--- config.mk ---
export PLATFORM = sky130hd
export DESIGN_NAME = spec_mag_est
export DESIGN_NICKNAME = d
export VERILOG_FILES = /design/src/rtl/mag_est_pkg.sv /design/src/rtl/mag_abs_nibble.sv /design/src/rtl/mag_lut_rom.sv /design/src/rtl/mag_bin_seq.sv /design/src/rtl/spec_mag_est.sv
export SDC_FILE = /design/constraint.sdc
export NUM_CORES = 1
export LEC_CHECK = 0
export ABC_AREA = 1
export BUFFER_PORTS_ARGS = -buffer_cell sky130_fd_sc_hd__clkbuf_2
export CAP_MARGIN = 20
export CORE_AREA = 2 2 92 94
export CTS_CLUSTER_SIZE = 28
export DETAILED_ROUTE_END_ITERATION = 16
export DIE_AREA = 0 0 94 96
export PLACE_DENSITY = 0.66
export SETUP_SLACK_MARGIN = 0.15
export SYNTH_ARGS = -nofsm -noshare
export SYNTH_HDL_FRONTEND = slang
export SYNTH_SLANG_ARGS = --single-unit
--- constraint.sdc ---
create_clock -name clk -period 3.9 [get_ports clk]
set_input_delay 0.975 -clock clk [delete_from_list [all_inputs] [get_ports clk]]
set_output_delay 0.975 -clock clk [all_outputs]
set_load 0.005 [all_outputs]
--- src/rtl/mag_est_pkg.sv ---
package mag_est_pkg;

   // Integer square root, rounded down, computed bit by bit
   function automatic int unsigned isqrt(input int unsigned v);
      int unsigned res;
      int unsigned rem;
      int unsigned bitv;
      res  = 0;
      rem  = v;
      bitv = 32'h4000_0000;
      while (bitv > rem) bitv = bitv >> 2;
      while (bitv != 0) begin
         if (rem >= res + bitv) begin
            rem = rem - (res + bitv);
            res = (res >> 1) + bitv;
         end else begin
            res = res >> 1;
         end
         bitv = bitv >> 2;
      end
      return res;
   endfunction

   // Table entry: round(2^(mag_w-idx_w) * sqrt(r^2 + c^2)), clipped to the code range
   function automatic int unsigned lut_value(input int unsigned r, input int unsigned c,
                                             input int unsigned idx_w, input int unsigned mag_w);
      int unsigned scale;
      int unsigned twice;
      int unsigned v;
      int unsigned top;
      scale = 32'd1 << (mag_w - idx_w);
      twice = isqrt(4 * scale * scale * (r * r + c * c));
      v     = (twice + 1) >> 1;
      top   = (32'd1 << mag_w) - 1;
      if (v > top) v = top;
      return v;
   endfunction

endpackage

--- src/rtl/mag_abs_nibble.sv ---
module mag_abs_nibble #(
   parameter int DATA_W = 16,
   parameter int IDX_W  = 4
) (
   input  logic [DATA_W-1:0] val,
   output logic [IDX_W-1:0]  nib
);
   localparam int MAG_W = DATA_W - 1;

   logic [MAG_W-1:0] mag;
   logic             unused_low;

   always_comb begin
      if (!val[DATA_W-1]) begin
         mag = val[MAG_W-1:0];
      end else if (val[MAG_W-1:0] == '0) begin
         mag = '1;                               // most negative value clips
      end else begin
         mag = (~val[MAG_W-1:0]) + 1'b1;
      end
   end

   assign nib        = mag[MAG_W-1 -: IDX_W];
   assign unused_low = ^mag[MAG_W-IDX_W-1:0];
endmodule

--- src/rtl/mag_lut_rom.sv ---
module mag_lut_rom #(
   parameter int IDX_W = 4,
   parameter int MAG_W = 8
) (
   input  logic [IDX_W-1:0] row,
   input  logic [IDX_W-1:0] col,
   output logic [MAG_W-1:0] mag
);
   localparam int SIDE = 1 << IDX_W;

   logic [MAG_W-1:0] rom [SIDE][SIDE];

   for (genvar r = 0; r < SIDE; r++) begin : g_row
      for (genvar c = 0; c < SIDE; c++) begin : g_col
         assign rom[r][c] = MAG_W'(mag_est_pkg::lut_value(r, c, IDX_W, MAG_W));
      end
   end

   assign mag = rom[row][col];
endmodule

--- src/rtl/mag_bin_seq.sv ---
module mag_bin_seq #(
   parameter int N_POINTS = 256
) (
   input  logic                        clk,
   input  logic                        rst_n,
   input  logic                        step,
   output logic [$clog2(N_POINTS)-1:0] bin,
   output logic                        emit,
   output logic                        edge_bin,
   output logic                        last
);
   localparam int              BIN_W = $clog2(N_POINTS);
   localparam logic [BIN_W-1:0] HALF = BIN_W'(N_POINTS / 2);

   always_ff @(posedge clk or negedge rst_n) begin
      if (!rst_n) begin
         bin <= '0;
      end else if (step) begin
         bin <= bin + 1'b1;                       // wraps at N_POINTS
      end
   end

   assign emit     = (bin <= HALF);
   assign last     = (bin == HALF);
   assign edge_bin = (bin == '0) || last;
endmodule

--- src/rtl/spec_mag_est.sv ---
module spec_mag_est #(
   parameter int N_POINTS = 256,
   parameter int DATA_W   = 16,
   parameter int IDX_W    = 4,
   parameter int MAG_W    = 8
) (
   input  logic                        clk,
   input  logic                        rst_n,
   input  logic                        in_valid,
   output logic                        in_ready,
   input  logic [DATA_W-1:0]           in_re,
   input  logic [DATA_W-1:0]           in_im,
   output logic                        out_valid,
   input  logic                        out_ready,
   output logic [MAG_W-1:0]            out_mag,
   output logic [$clog2(N_POINTS)-1:0] out_bin,
   output logic                        out_last
);
   localparam int BIN_W = $clog2(N_POINTS);

   if ((N_POINTS < 4) || ((N_POINTS & (N_POINTS - 1)) != 0)) begin : g_bad_points
      $error("N_POINTS must be a power of two of at least 4");
   end
   if (DATA_W <= IDX_W + 1) begin : g_bad_width
      $error("DATA_W must exceed IDX_W + 1");
   end
   if (MAG_W < IDX_W) begin : g_bad_mag
      $error("MAG_W must be at least IDX_W");
   end

   logic              accept;
   logic [BIN_W-1:0]  bin;
   logic              emit;
   logic              edge_bin;
   logic              last;
   logic [IDX_W-1:0]  row;
   logic [IDX_W-1:0]  col_raw;
   logic [IDX_W-1:0]  col;
   logic [MAG_W-1:0]  lut_mag;

   assign in_ready = !out_valid || out_ready;
   assign accept   = in_valid && in_ready;

   mag_bin_seq #(.N_POINTS(N_POINTS)) u_seq (
      .clk      (clk),
      .rst_n    (rst_n),
      .step     (accept),
      .bin      (bin),
      .emit     (emit),
      .edge_bin (edge_bin),
      .last     (last)
   );

   mag_abs_nibble #(.DATA_W(DATA_W), .IDX_W(IDX_W)) u_abs_re (
      .val (in_re),
      .nib (row)
   );

   mag_abs_nibble #(.DATA_W(DATA_W), .IDX_W(IDX_W)) u_abs_im (
      .val (in_im),
      .nib (col_raw)
   );

   assign col = edge_bin ? '0 : col_raw;

   mag_lut_rom #(.IDX_W(IDX_W), .MAG_W(MAG_W)) u_rom (
      .row (row),
      .col (col),
      .mag (lut_mag)
   );

   always_ff @(posedge clk or negedge rst_n) begin
      if (!rst_n) begin
         out_valid <= 1'b0;
         out_mag   <= '0;
         out_bin   <= '0;
         out_last  <= 1'b0;
      end else if (accept) begin
         out_valid <= emit;
         if (emit) begin
            out_mag  <= lut_mag;
            out_bin  <= bin;
            out_last <= last;
         end
      end else if (out_ready) begin
         out_valid <= 1'b0;
      end
   end
endmodule

# [Yosys cells after proc, flatten, opt, wreduce, memory -nomap -nowiden]
# Memories as Yosys holds them, arrays and structs flattened.
# Cells that the tools add are included.
[word_totals] input_bits=36 regBits=26 rom_bits=2048 output_inout_bits=19 n_memories=1 wordCells=38
[mem_list] memory="(name not given)" depth=16 width=128 read_ports=1 rd_ports_with_merged_regs=0 wr=0 line="mag_lut_rom.sv:19" source="assign mag = rom[row][col];"
[classes] muxes=12 n_addsub=3 n_eq_ne=1 reduce_logical=9 bitwise=4 order_cmp=3
[ops] operator="128-bit 2-to-1 mux" n=2
[ops] operator="15-bit 2-to-1 mux" n=4
[ops] operator="8-bit binary-select mux with 4-bit select" n=1
[ops] operator="15-bit by 1-bit adder with 15-bit output, second input constant" n=2
[ops] operator="15-bit zero test" n=2
[ops] operator="15-bit inverter" n=2
[ops] operator="8-bit 2-to-1 mux" n=2
[ops] operator="5-bit >= comparator, second input constant" n=2
[ops] operator="4-bit inverter with 5-bit output" n=2
[ops] operator="8-bit by 1-bit adder with 8-bit output, second input constant" n=1
[ops] operator="8-bit equality test, second input constant" n=1
[ops] operator="8-bit less-or-equal comparator, second input constant" n=1
[ops] operator="8-bit zero test" n=1
[ops] operator="4-bit 2-to-1 mux" n=1
[ops] operator="1-bit logical OR" n=2
[ops] operator="1-bit 2-to-1 mux" n=2
[ops] operator="2-bit AND reduction" n=1
[ops] operator="2-bit nonzero test" n=1
[ops] operator="1-bit logical AND" n=1
[ops] operator="1-bit zero test" n=1

# [Logic depth before layout (Yosys ltp)]
# Gate-level depths: netlist (run 1).
[logic_depth] word_depth=11 ltp_mapped=22

# [Hierarchy]
# Synthesis (run 1) repeated with hierarchy kept, for this count alone.
[unflattened] cells_unflattened=631 area_unflattened_um2=3713.6
[modules_own_cells] mod="mag_lut_rom" area_each_um2=1961.9 seq_area_each_um2=0.0 n_inst=1 cells_each=388
[modules_own_cells] mod="spec_mag_est" area_each_um2=843.3 seq_area_each_um2=450.4 n_inst=1 cells_each=89
[modules_own_cells] mod="mag_abs_nibble" area_each_um2=232.7 seq_area_each_um2=0.0 n_inst=2 cells_each=50
[modules_own_cells] mod="mag_bin_seq" area_each_um2=442.9 seq_area_each_um2=200.2 n_inst=1 cells_each=54

# [Worst setup path after synthesis (run 1)]
# No wires, ideal clock.
[synth_timing] kind="input port to flip-flop" from="in in_re[9]" to="reg out_mag[1]" slack_ns=0.857 stages=21 t_arrival_ns=2.926 setup_time_ns=0.117 cell_sequence="nor2_2 -> nand2_1 -> nor2_1 -> nand2_1 -> nand2_1 -> nand2_1 -> nand2_2 -> inv_1 -> ha_1 -> inv_1 -> nand4_1 -> nand3_1 -> nand2_1 -> nand2_1 -> nand2_1 -> nor2_1 -> nand2_1 -> nand2_1 -> nand2_1 -> nand2_1 -> nand2_1"
[synth_via] elab_chain_cells=11 elab_cells_between_ends=12
[synth_lines] item="start, declared" line="spec_mag_est.sv:11" source="input logic [DATA_W-1:0] in_re,"
[synth_lines] item="15-bit inverter" line="mag_abs_nibble.sv:19" source="mag = (~val[MAG_W-1:0]) + 1'b1;"
[synth_lines] item="15-bit by 1-bit adder with 15-bit output" line="mag_abs_nibble.sv:19"
[synth_lines] item="15-bit 2-to-1 mux *" line="mag_abs_nibble.sv:16" source="end else if (val[MAG_W-1:0] == '0) begin"
[synth_lines] item="15-bit 2-to-1 mux *" line="mag_abs_nibble.sv:14" source="if (!val[DATA_W-1]) begin"
[synth_lines] item="4-bit inverter with 5-bit output (implied by the code) *" line="mag_lut_rom.sv:19"
[synth_lines] item="memory 16 x 128 bit *"
[synth_lines] item="128-bit 2-to-1 mux (implied by the code) * (2 in series)" line="mag_lut_rom.sv:19"
[synth_lines] item="8-bit binary-select mux with 4-bit select *" line="mag_lut_rom.sv:19"
[synth_lines] item="8-bit 2-to-1 mux (implied by the code) * (2 in series)" line="mag_lut_rom.sv:19"
[synth_lines] item="end signal, assigned" line="spec_mag_est.sv:81" source="out_mag <= lut_mag;"
[synth_lines] item="end, declared" line="spec_mag_est.sv:15" source="output logic [MAG_W-1:0] out_mag,"
# Every way passes the cells marked *; elsewhere a longest branch is shown, timed or not. The select of a mux whose other input is x is not followed.
# A chain may end at the register's enable or synchronous reset.

# [Worst setup path in the final report (run 1)]
[layout_timing] from="in in_re[7]" to="reg out_mag[3]"
# Same word-level chain as after synthesis.

==> impl.org, run 1 <==
** STA
- Number of failing hold endpoints at the final stage :: 0
- On the final layout, the worst clock skew is 0.00845 ns.
- Dividing the final minimum period by the clock period gives 0.851.
- Subtracting the final worst setup slack from the clock period gives 3.32 ns.
- Remaining max-slew budget at the tightest pin :: 0.563
- Number of pins with negative max-slew slack in the final report :: 0
- Unrepaired setup endpoints after global routing :: false
- Worst-Margin Slew :: 0.655 ns
- Setup violations remaining at the end of the flow were counted as 0.
- For this run, the top clock speed supported by timing is 0.301 GHz.
- In the final timing run, aggregate negative setup slack is 0 ns.

** Synthesis
- After synthesis the cells add up to 3510 sq um.
- Leading post-synthesis cells by cell area :: nand2_1 (28%), dfrtp_1 (19%), nand3_1 (15%)
- Counting flops with a built-in enable in the synthesized netlist gives 0.
- After synthesis the netlist holds a flip-flop and latch count of 26.
- Post-synthesis cell type count :: 33
- Async SR Flop Fraction :: 1.00
- Part of the Yosys area used for sequential elements :: 0.185
- Most instantiated cells after synthesis :: nand2_1 (263), nand3_1 (104), nor2_1 (74)
- Most numerous cell in the Yosys netlist :: nand2_1
- Synthesis produced a netlist whose cell count is 649.
- Mean post-synth cell area :: 5.41 sq um
- Top cell type by total area after synthesis :: nand2_1
- Post-Syn Nets :: 692
- Most used flip-flop cell after synthesis :: dfrtp_1
- The Yosys step of the flow raised 0 warnings.
- Of the post-synthesis cell area, the dominant cell type holds 0.281.

** Pwr
- Leakage power summed over all cells :: 2.25 nW
- VDD sags by at most 0.000261 V.
- PD cells :: 357 nW/um^2

** Drt
- Violation count after the first detailed-routing iteration :: 598
- Final routed wire length divided by cell count :: 16.9 um
- WL final :: 13600 um
- Once detail routing completed, the nets flagged for antenna violations numbered 0.
- Remaining routing DRC violations :: 0
- Summing over every cut layer, the via total after detailed routing is 4540.
- Via-to-Cell Ratio :: 5.64
- Drt pass-1 iters :: 5

** Clock network
- Hold repair after CTS inserted 0 buffers.
- The cell sitting at the root of the clock tree is a clkbuf_8.
- Post-cts gate resize count :: 0
- Clock latency on the worst-skew pair, taken at its later pin, is 0.27 ns.
- Number of buffers inserted during clock tree synthesis :: 3
- Clock-pin slew was measured on the worst setup and hold paths at 0.09 ns.
- Postcts setup bufs :: 0
- TritonCTS clock tree :: built
- Deepest level of the CTS H-tree :: 1
- The tree built by TritonCTS fans out to 26 sinks.
- Bufs on Longest Clock Path :: 2

** Final layout
- Diode insertion count for antenna repair :: 0
- Once layout is complete, the utilization of the core stands at 0.495.
- Growth of design area from synthesis to finish :: 13.5%
- For this run, the post-layout net count is 744.
- Of the cells placed in the final design, the portion with a size suffix greater than 1 is 0.147.

** Die
- Count of standard-cell rows :: 33
- The core region is 8050 sq um.
- For this configuration, the core starts out at a cell density of 0.436.
- From bottom edge to top edge, the die measures 96 um.
- The die covers 9020 sq um.
- From left edge to right edge, the die measures 94 um.
- Io pins :: 55

** Critical path
- Type of origin of the critical path :: primary input
- The critical path starts at in_re[7].
- R2R setup slack :: 1.44 ns
- The startpoint identified for the worst register-to-register timing path is u_seq.bin[0].
- The cell that appears most often on the critical path is nand2_1.
- Delay of the slowest cell on the worst path :: 0.39 ns
- Cell type of the slowest stage on the worst timing path :: ha_1
- In this design, the largest share of critical-path delay is due to simple AND/OR/NAND/NOR gates.
- WP buf/inv :: 2
- Maximum fanout count along the critical path :: 6
- Required time reported for the critical path endpoint :: 4.07 ns
- Crit. End Element :: flip-flop
- For the worst setup path, the data arrival time is 3.49 ns.
- Worst-path cell chain :: clkbuf_2 -> nor2_1 -> nand2_1 -> nor2_1 -> nand2_1 -> nand2_1 -> nand2_1 -> nand2_2 -> inv_1 -> ha_1 -> nand4_1 -> nand3_1 -> nor2_1 -> nor2_1 -> nand4_1 -> nand2_1 -> nand2_1 -> nand2_1 -> nand2_1
- Critical Setup Path Class :: in -> reg

** Global routing
- Total congestion overflow :: 0
- Pin count of the biggest net entering global routing :: 35
- Wire length of the first global-routing pass :: 21900 um
- Number of global-route vias before repair :: 4375
- The number of antenna violations at the first check in global routing came to 0.
- In the global route stage, overall resource usage came out at 0.311.

** Outcome
- Result of the run :: finished, final reports clean

** Hold path
- In this run the most critical hold path is launched from out_bin[7].
- The min-delay analysis places its worst path in the category reg -> reg.

** Job
- Across the run, the number of max-cap violations was 0.

** Place
- Count of input and output buffers :: 54
- Placed wire-length estimate :: 10800 um
- At the end of routability-driven placement, the weighted congestion stood at 1.04.
## registers in the layout, summed over array words and instances (netlist names)
register   count
out_valid      1
u_seq.bin      8
out_mag        8
out_last       1
out_bin        8
## power by group
part	leakage, nW	switching, mW	internal (mW)
sequential	0.319	0.0731	0.377
clock	0.0357	0.0843	0.137
combinational	1.90	0.491	0.261
total	2.25	0.648	0.776
## cell type report
class | count | area [sq um]
tap | 105 | 131
sequential | 26 | 651
timing repair buffer | 71 | 410
multi-input combinational | 547 | 2530
clock inverter | 1 | 30.0
clock buffer | 3 | 41.3
inverter | 52 | 195
fill | 891 | 4070
## worst paths after layout
| path | end | cells past startpoint |
|---|---|---|
| setup / recovery | out_mag[3] | 19 |
| max in group asynchronous | out_bin[7] | 1 |
| min in group asynchronous | out_bin[2] | 1 |
| hold / removal | out_bin[7] | 2 |
| setup reg to reg | out_mag[4] | 16 |
| hold reg to reg | out_bin[7] | 2 |
## routing by layer
| layer | global-route usage | part of all wire | vias up | routed length [um] |
|---|---|---|---|---|
| met4 | 0.136 | 0.043 | 0 | 589 |
| met5 | 0 | 0 | - | 0 |
| met3 | 0.0446 | 0.090 | 53 | 1230 |
| li1 | - | - | 2198 | - |
| met2 | 0.501 | 0.45 | 281 | 6080 |
| met1 | 0.416 | 0.42 | 2008 | 5720 |
## cells in the final DEF, fill, tap and decap left out, drive strengths merged, types with 12 or more instances in the layout
cell type / instances
nor2: 81
nand4: 12
inv: 50
o21ai: 25
nand2: 270
dfrtp: 26
clkbuf: 57
buf: 17
nand3: 108
a21oi: 21
## metrics by stage
step | total power, mW | setup WS (ns) | area, sq um | hold slack [ns] | std cells
after floorplan | 0.913 | 0.857 | 3510 | 0.463 | 649
after CTS | 1.42 | 0.690 | 3990 | 0.483 | 805
after global routing | 1.55 | 0.344 | 3990 | 0.515 | 805
final | 1.42 | 0.581 | 3990 | 0.479 | 805
after global placement | 1.19 | 0.433 | 3910 | 0.455 | 801
after detailed placement | 1.19 | 0.399 | 3910 | 0.461 | 801
## worst min-delay path, cell delays in order, from the launching register on
cell and delay, ns:
dfrtp_1 0.35, nand2_1 0.06, nand2_1 0.05
## cells by family (layout without fill, tap and decap cells)
| group | count (synthesis) | count (layout) | synth area share |
|---|---|---|---|
| AOI/OAI and AO/OA | 53 | 53 | 0.0848 |
| xor gates and xnor gates | 7 | 7 | 0.0175 |
| adders and majority gates | 7 | 7 | 0.0249 |
| buffers and inverters | 76 | 127 | 0.0952 |
| DFF | 26 | 26 | 0.185 |
| and+or+nand+nor | 480 | 480 | 0.592 |
No activity file was read; power rests on OpenSTA's default activity.
==> run 2: changes to the inputs <==
CORE_AREA = 2 2 94 96   (was 2 2 92 94)
DIE_AREA = 0 0 96 98   (was 0 0 94 96)
PLACE_DENSITY = 0.67   (was 0.66)
SYNTH_HIERARCHICAL = 1   (was not set)
==> impl.org, run 2 <==
** Outcome
- The run finished with clean final reports.

** STA
- Worst setup margin :: 0.701 ns
- Worst-Margin Slew :: 0.711 ns
- The worst pin sits at a relative slew slack of 0.522.
- Between clock sinks in the finished design, the worst skew comes to 0.00438 ns.
- Share of the clock period used by the worst path after layout :: 0.820
- TNS Setup :: 0 ns
- Number of pins with negative max-slew slack in the final report :: 0
- Unrepaired setup endpoints after global routing :: false
- Setup-failing EPs final :: 0
- Number of failing hold endpoints at the final stage :: 0
- Post-layout minimum cycle time :: 3.20 ns
- Top achievable clock speed :: 0.313 GHz

** Place
- The count of buffers added on input and output ports is 54.
- Before CTS, the worst setup slack after placement is 0.461 ns.
- Placed wire-length estimate :: 9870 um
- Routability-driven placement finished with a final weighted congestion of 1.00.

** Die
- In this run the standard cell core region covers 8470 sq um.
- Count of standard-cell rows :: 34
- Initial cell density of the core :: 0.439
- Horiz. Die Dim :: 96 um
- Io pins :: 55
- Total die area :: 9410 sq um
- The floorplan step set the die height to 98 um.

** Drt
- Violation count after the first detailed-routing iteration :: 526
- Total number of vias :: 4489
- Via-to-Cell Ratio :: 5.74
- Wires add up to 12800 um.
- Final routed wire length divided by cell count :: 16.4 um
- Remaining routing DRC violations :: 0
- Drt pass-1 iters :: 5
- Post-route ant nets :: 0

** Synthesis
- Syn. warnings :: 6
- Counting instances in the post-synthesis netlist gives the leading cell types as nand2_1 (209), nand3_1 (87), nor2_1 (51).
- Sorting the synthesized cells by area gives the leading types as nand2_1 (21%), dfrtp_1 (18%), nand3_1 (12%).
- Mean post-synth cell area :: 5.89 sq um
- The largest total area in the synthesized netlist belongs to nand2_1.
- The synthesized netlist occupies a cell area of 3710 sq um.
- Most used flip-flop cell after synthesis :: dfrtp_1
- The share of the Yosys chip area taken by registers is 0.175.
- Post-Syn Nets :: 677
- Area share of the largest cell type after synthesis :: 0.211
- Post-synthesis cell type count :: 38
- Most numerous cell in the Yosys netlist :: nand2_1
- The synthesized design contains 0 enable-type register cells.
- Synthesis produced 631 cells.
- Counting flops and latches in the post-synthesis netlist gives 26.
- Async SR Flop Fraction :: 1.00

** Critical path
- Delay of the slowest cell on the worst path :: 0.30 ns
- Data on the critical path is required at its endpoint by 4.11 ns.
- For this design, the slowest cell found on the critical path is ha_1.
- Counting stages on the worst path, the most repeated cell is nand2_1.
- The worst setup path is launched from a primary input.
- Along the worst path, the maximum fanout reaches 9.
- Critical Setup Path Class :: in -> reg
- Data on the critical path arrives at its endpoint at 3.41 ns.
- Gate family responsible for the most delay along the worst path :: simple AND/OR/NAND/NOR gates
- Walking the worst path, the cells encountered are clkbuf_2 -> nor2_2 -> nand2_2 -> nor2_4 -> nand2_1 -> nand3_1 -> nand2_1 -> inv_2 -> ha_1 -> nand2_1 -> o21ai_1 -> nand2_1 -> a21oi_1 -> nand2_1 -> nand2_1 -> nand3_1 -> nand2_1 -> nand4_1 -> nand2_1.
- The worst setup path is captured at a flip-flop.
- The critical path contains buffers and inverters numbering 2 combined.

** Job
- Maximum Capacitance Violations :: 0

** Clock network
- Bufs on Longest Clock Path :: 2
- Deepest level of the CTS H-tree :: 1
- TritonCTS built the clock tree.
- # hold bufs at CTS :: 0
- Counting the buffers created by CTS gives 3.
- Number of clock sinks :: 26
- Postcts setup bufs :: 0
- After clock tree synthesis, the repair step resized 0 gates.
- The tree is rooted in a clkbuf_8.
- Worst skew pair latency :: 0.27 ns
- Worst-path clk slew :: 0.09 ns

** Final layout
- Net count reported at finish :: 721
- Most frequent standard cell in the layout excluding fill and tap cells :: nand2_1
- Most frequent cells in the layout :: nand2_1 (209), nand3_1 (87), clkbuf_2 (54)
- Diode insertion count for antenna repair :: 0
- Compared with the post-synthesis result, the final layout area differs by 8.66%.
- Share of post-route cells with drive strength above 1 :: 0.191
- Layout fillers :: 936
- The largest registers in the layout are out_bin (8), out_mag (8), u_seq/bin (8).

** Global routing
- The first global-routing pass estimated 21300 um of wire.
- Tot GR Track Use :: 0.282
- Entering global routing, the biggest net connects 39 pins.
- Total congestion overflow :: 0
- Number of global-route vias before repair :: 4285
- The number of antenna violations at the first check in global routing is 0.

** Pwr
- PD cells :: 336 nW/um^2
- The worst-case IR drop observed on VDD is 0.000150 V.
- Summed over all cells, the static leakage comes to 2.18 nW.

** Hold path
- The path class of the tightest hold or removal check is reg -> reg.
-- run 2: cell count changes after synthesis, moves of 4 or more --
cell     before  now
a21oi_1      19   29
buf_6         1   11
inv_1        44   49
nand2_1     263  209
nand2_2       7   11
nand3_1     104   87
nand4_1      12   20
nor2_1       74   51
nor2_2        3   12
o21ai_0      19   30
o21ai_1       5   11
xor2_1        7    3
-- run 2: final cells by class --
cell class	instances	area, sq um	share of cell area
Clock buffer	3	41.3	0.0102
Clock inverter	1	30.0	0.00744
Inverter	58	225	0.0558
Multi-Input combinational cell	512	2530	0.628
Sequential cell	26	651	0.161
Tap cell	108	135	0.0335
Timing Repair Buffer	74	420	0.104
-- run 2: cell families (layout without fill, tap and decap cells) --
kind of cell | after synthesis | after routing | share of synthesized area
compound gates | 86 | 86 | 0.128
xor+xnor | 4 | 4 | 0.00944
fa+ha+maj | 10 | 10 | 0.0337
buf+inv | 93 | 136 | 0.144
flops | 26 | 26 | 0.175
simple gates | 412 | 412 | 0.510
-- run 2: worst min-delay path, delay by kind of cell (launching register included) --
kind	cells	cell delay, ns
DFF	1	0.35
and+or+nand+nor	2	0.09
-- run 2: path summary, 6_finish.rpt --
kind	from	end	slack, ns	cells past startpoint
max in group asynchronous	rst_n	u_seq/bin[0]	2.77	1
hold reg to reg	out_bin[2]	out_bin[2]	0.48	2
setup reg to reg	u_seq/bin[0]	out_mag[1]	1.03	18
hold / removal	out_bin[2]	out_bin[2]	0.48	2
min in group asynchronous	rst_n	out_mag[0]	0.72	1
setup / recovery	in_re[0]	out_mag[0]	0.70	19
-- run 2: power breakdown --
part / internal, mW / switching, mW / total, mW
registers: 0.358 / 0.0786 / 0.436
logic: 0.246 / 0.454 / 0.700
clock network: 0.137 / 0.0834 / 0.221
total: 0.741 / 0.616 / 1.36
-- run 2: through the flow --
stage | util | area [sq um] | hold WS [ns] | power (mW) | cells
3_5_place_dp | 0.468 | 3960 | 0.460 | 1.13 | 778
4_1_cts | 0.477 | 4040 | 0.482 | 1.35 | 782
5_1_grt | 0.477 | 4040 | 0.515 | 1.48 | 782
2_1_floorplan | - | 3710 | 0.465 | 0.914 | 631
3_3_place_gp | 0.468 | 3960 | 0.454 | 1.12 | 778
6_report | 0.477 | 4040 | 0.476 | 1.36 | 782
-- run 2: metal layers --
layer	global-route usage	wire (um)
met4	0.148	797
met3	0.0301	1150
met5	0	0
met2	0.451	5770
met1	0.369	5120
==> run 3: changes to the inputs <==
PLACE_DENSITY = 0.69   (was 0.67)
clock period = 2.6 ns   (was 3.9 ns; I/O delays follow)
==> impl.org, run 3 (same netlist as run 2, synthesis figures left out) <==
** STA
- Worst-Margin Slew :: 0.650 ns
- Remaining max-slew budget at the tightest pin :: 0.567
- Timing would allow up to 0.387 GHz.
- Number of pins with negative max-slew slack in the final report :: 0
- Worst-case clock skew :: 0.00963 ns
- Worst setup margin :: 0.0158 ns
- Setup-failing EPs final :: 0
- TNS Setup :: 0 ns
- Post-layout minimum cycle time :: 2.58 ns
- Number of failing hold endpoints at the final stage :: 0
- Setup repair after global routing could not meet its margin everywhere.
- Share of the clock period used by the worst path after layout :: 0.994

** Die
- The initialized floorplan defines 34 standard-cell rows.
- The die is 98 um tall.
- The total area inside the core boundary comes to 8470 sq um.
- Io pins :: 55
- The die covers 9410 sq um.
- The floorplan step set the die width to 96 um.
- The initial utilization of the core area, before any placement, comes to 0.439.

** Drt
- After detailed routing, the average wire length per cell comes to 16.6 um.
- Via-to-Cell Ratio :: 5.68
- Post-route ant nets :: 0
- Remaining routing DRC violations :: 0
- Total number of vias :: 5004
- WL final :: 14700 um
- For this block, the initial DRC count from the detailed router was 489.
- Drt pass-1 iters :: 6

** Pwr
- For this design the static power due to leakage is 2.83 nW.
- Dividing total power by cell area gives a power density of 445 nW/um^2.
- The share of total power dissipated in combinational logic is 0.596.
- Proportion of total power due to net switching :: 0.439
- Int Power :: 1.36 mW
- Of the total power, the clock network draws 0.138.
- Of the total power, registers draw 0.267.
- Summed over all nets, the switching power comes to 1.06 mW.
- Peak supply drop :: 0.000257 V

** Final layout
- Most frequent standard cell in the layout excluding fill and tap cells :: nand2_1
- In the final layout, the registers with the most flip-flops are out_bin (8), out_mag (8), u_seq/bin (8).
- The finished cells cover 5450 sq um.
- The layout has 756 filler cells.
- Most frequent cells in the layout :: nand2_1 (183), buf_4 (98), nand3_1 (64)
- The area growth from synthesis to layout is 46.8%.
- Diode insertion count for antenna repair :: 0
- Once layout is complete, the cells apart from fillers number 881.
- The final layout contains 820 nets.
- The sequential cells in the finished layout cover a total of 651 sq um.
- The multi-input combinational cells in the finished layout cover a total of 2990 sq um.
- Of the cells placed in the final design, the portion with a size suffix greater than 1 is 0.410.

** Place
- In this run, placement finished with an instance count of 865.
- Timing analysis after detailed placement gives a worst setup slack of -0.365 ns.
- Count of input and output buffers :: 54
- At the end of routability-driven placement, the weighted congestion stood at 1.08.
- Summing all placed instances gives a cell area of 4730 sq um.
- Detailed placement ended at an HPWL of 10900 um.

** Critical path
- STA classifies the critical path startpoint as a primary input.
- STA classifies the critical path endpoint as a flip-flop.
- In this run the worst path has a maximum fanout of 27.
- In this run the critical register-to-register path is launched from u_seq/bin[1].
- R2R setup slack :: 0.23 ns
- The number of cells on the worst reg-to-reg path is 20.
- The critical path in this run is classified as in -> reg.
- At the worst endpoint, the required time is 2.76 ns.
- The endpoint identified for the worst register-to-register timing path is out_mag[3].
- Critical Path AT :: 2.74 ns

** Hold path
- The tightest min-delay check is of the in -> async type.

** Global routing
- The via count of the first global-routing pass came to 4703.
- The first global-routing pass estimated 22600 um of wire.
- For this run, the total global-route usage over all layers was measured as 0.298.
- Initial antenna violation count :: 0
- Global routing finished with a remaining overflow of 0.
- Pin count of the biggest net entering global routing :: 28

** Clock network
- Number of buffers inserted during clock tree synthesis :: 3
- In this run the clock root is driven by a clkbuf_8.
- Number of clock sinks :: 26
- TritonCTS built the clock tree.
- Clock latency on the worst-skew pair, taken at its later pin, is 0.27 ns.
- The clock passes through at most 2 buffers.
- Deepest level of the CTS H-tree :: 1
- Worst-path clk slew :: 0.09 ns

** Job
- Max-cap violations in this run came to 0.

** Outcome
- The run finished with clean final reports.
==> run 3: cell count changes in the layout (fill, tap and decap cells not counted), moves of 10 or more <==
cell and delta:
nor2_1 -12, nand2_2 +17, nand2_1 -26, nand3_1 -23, o21ai_0 -13, buf_4 +78
buf_6 +16, nand3_2 +19, nor2_4 +10
==> run 3: worst max-delay path by stage <==
stage / from / to
after floorplan: in_re[3] / out_mag[3]
after global placement: in_re[12] / out_mag[0]
after detailed placement: in_re[3] / out_mag[0]
after CTS: in_re[9] / out_mag[0]
after global routing: in_re[7] / out_mag[2]
final: in_re[3] / out_mag[3]
==> run 3: routing by layer <==
layer / global-route usage / wire, um / vias up
met5: 0 / 0 / -
met4: 0.141 / 765 / 0
met3: 0.0424 / 1180 / 81
met2: 0.486 / 7070 / 308
met1: 0.381 / 5650 / 2271
li1: - / - / 2344
==> run 3: power by group through the flow <==
stage                     logic, mW  clock network [mW]  registers [mW]
after global routing           1.58               0.355           0.670
after global placement         1.23                   0           0.646
final                          1.44               0.333           0.646
after CTS                      1.32               0.339           0.648
after floorplan               0.733                   0           0.648
after detailed placement       1.24                   0           0.655
==> run 3: critical path, stage by stage <==
cell	delay (ns)
buf_6	0.09
nor2_4	0.09
nand2_2	0.08
nor2_4	0.17
buf_4	0.14
nand3_1	0.08
nand2_1	0.07
nand2_1	0.08
nand2_4	0.12
inv_2	0.13
buf_12	0.20
nand3_1	0.15
a21oi_2	0.07
nor2_2	0.14
nand2_1	0.07
nand2_1	0.05
nand2_1	0.05
nand2_1	0.05
nand2_1	0.09
nand4_1	0.10
nand2_1	0.06
==> run 3: timing repair <==
| item | in CTS | in global routing |
|---|---|---|
| hold buffers | 0 | 0 |
| gates resized for setup | 59 | 89 |
| buffers inserted | 4 | 6 |
| pin swaps | 37 | 37 |
| gates cloned | 1 | 1 |
| setup endpoints to repair | 7 | 8 |
==> run 3: area by class of cell <==
class | instances | share of cell area
multi-input cells | 512 | 0.548
repair buffers | 173 | 0.251
flip-flops and latches | 26 | 0.119
inverters | 58 | 0.0432
well taps | 108 | 0.0248
clock buffers | 3 | 0.00758
clock inverters | 1 | 0.00551
==> run 3: per-stage QoR <==
| step | hold slack (ns) | total power [mW] | utilization |
|---|---|---|---|
| 2_1_floorplan | 0.354 | 1.38 | - |
| 3_3_place_gp | 0.454 | 1.88 | 0.559 |
| 3_5_place_dp | 0.462 | 1.89 | 0.559 |
| 4_1_cts | 0.401 | 2.30 | 0.598 |
| 5_1_grt | 0.429 | 2.60 | 0.644 |
| 6_report | 0.384 | 2.42 | 0.644 |
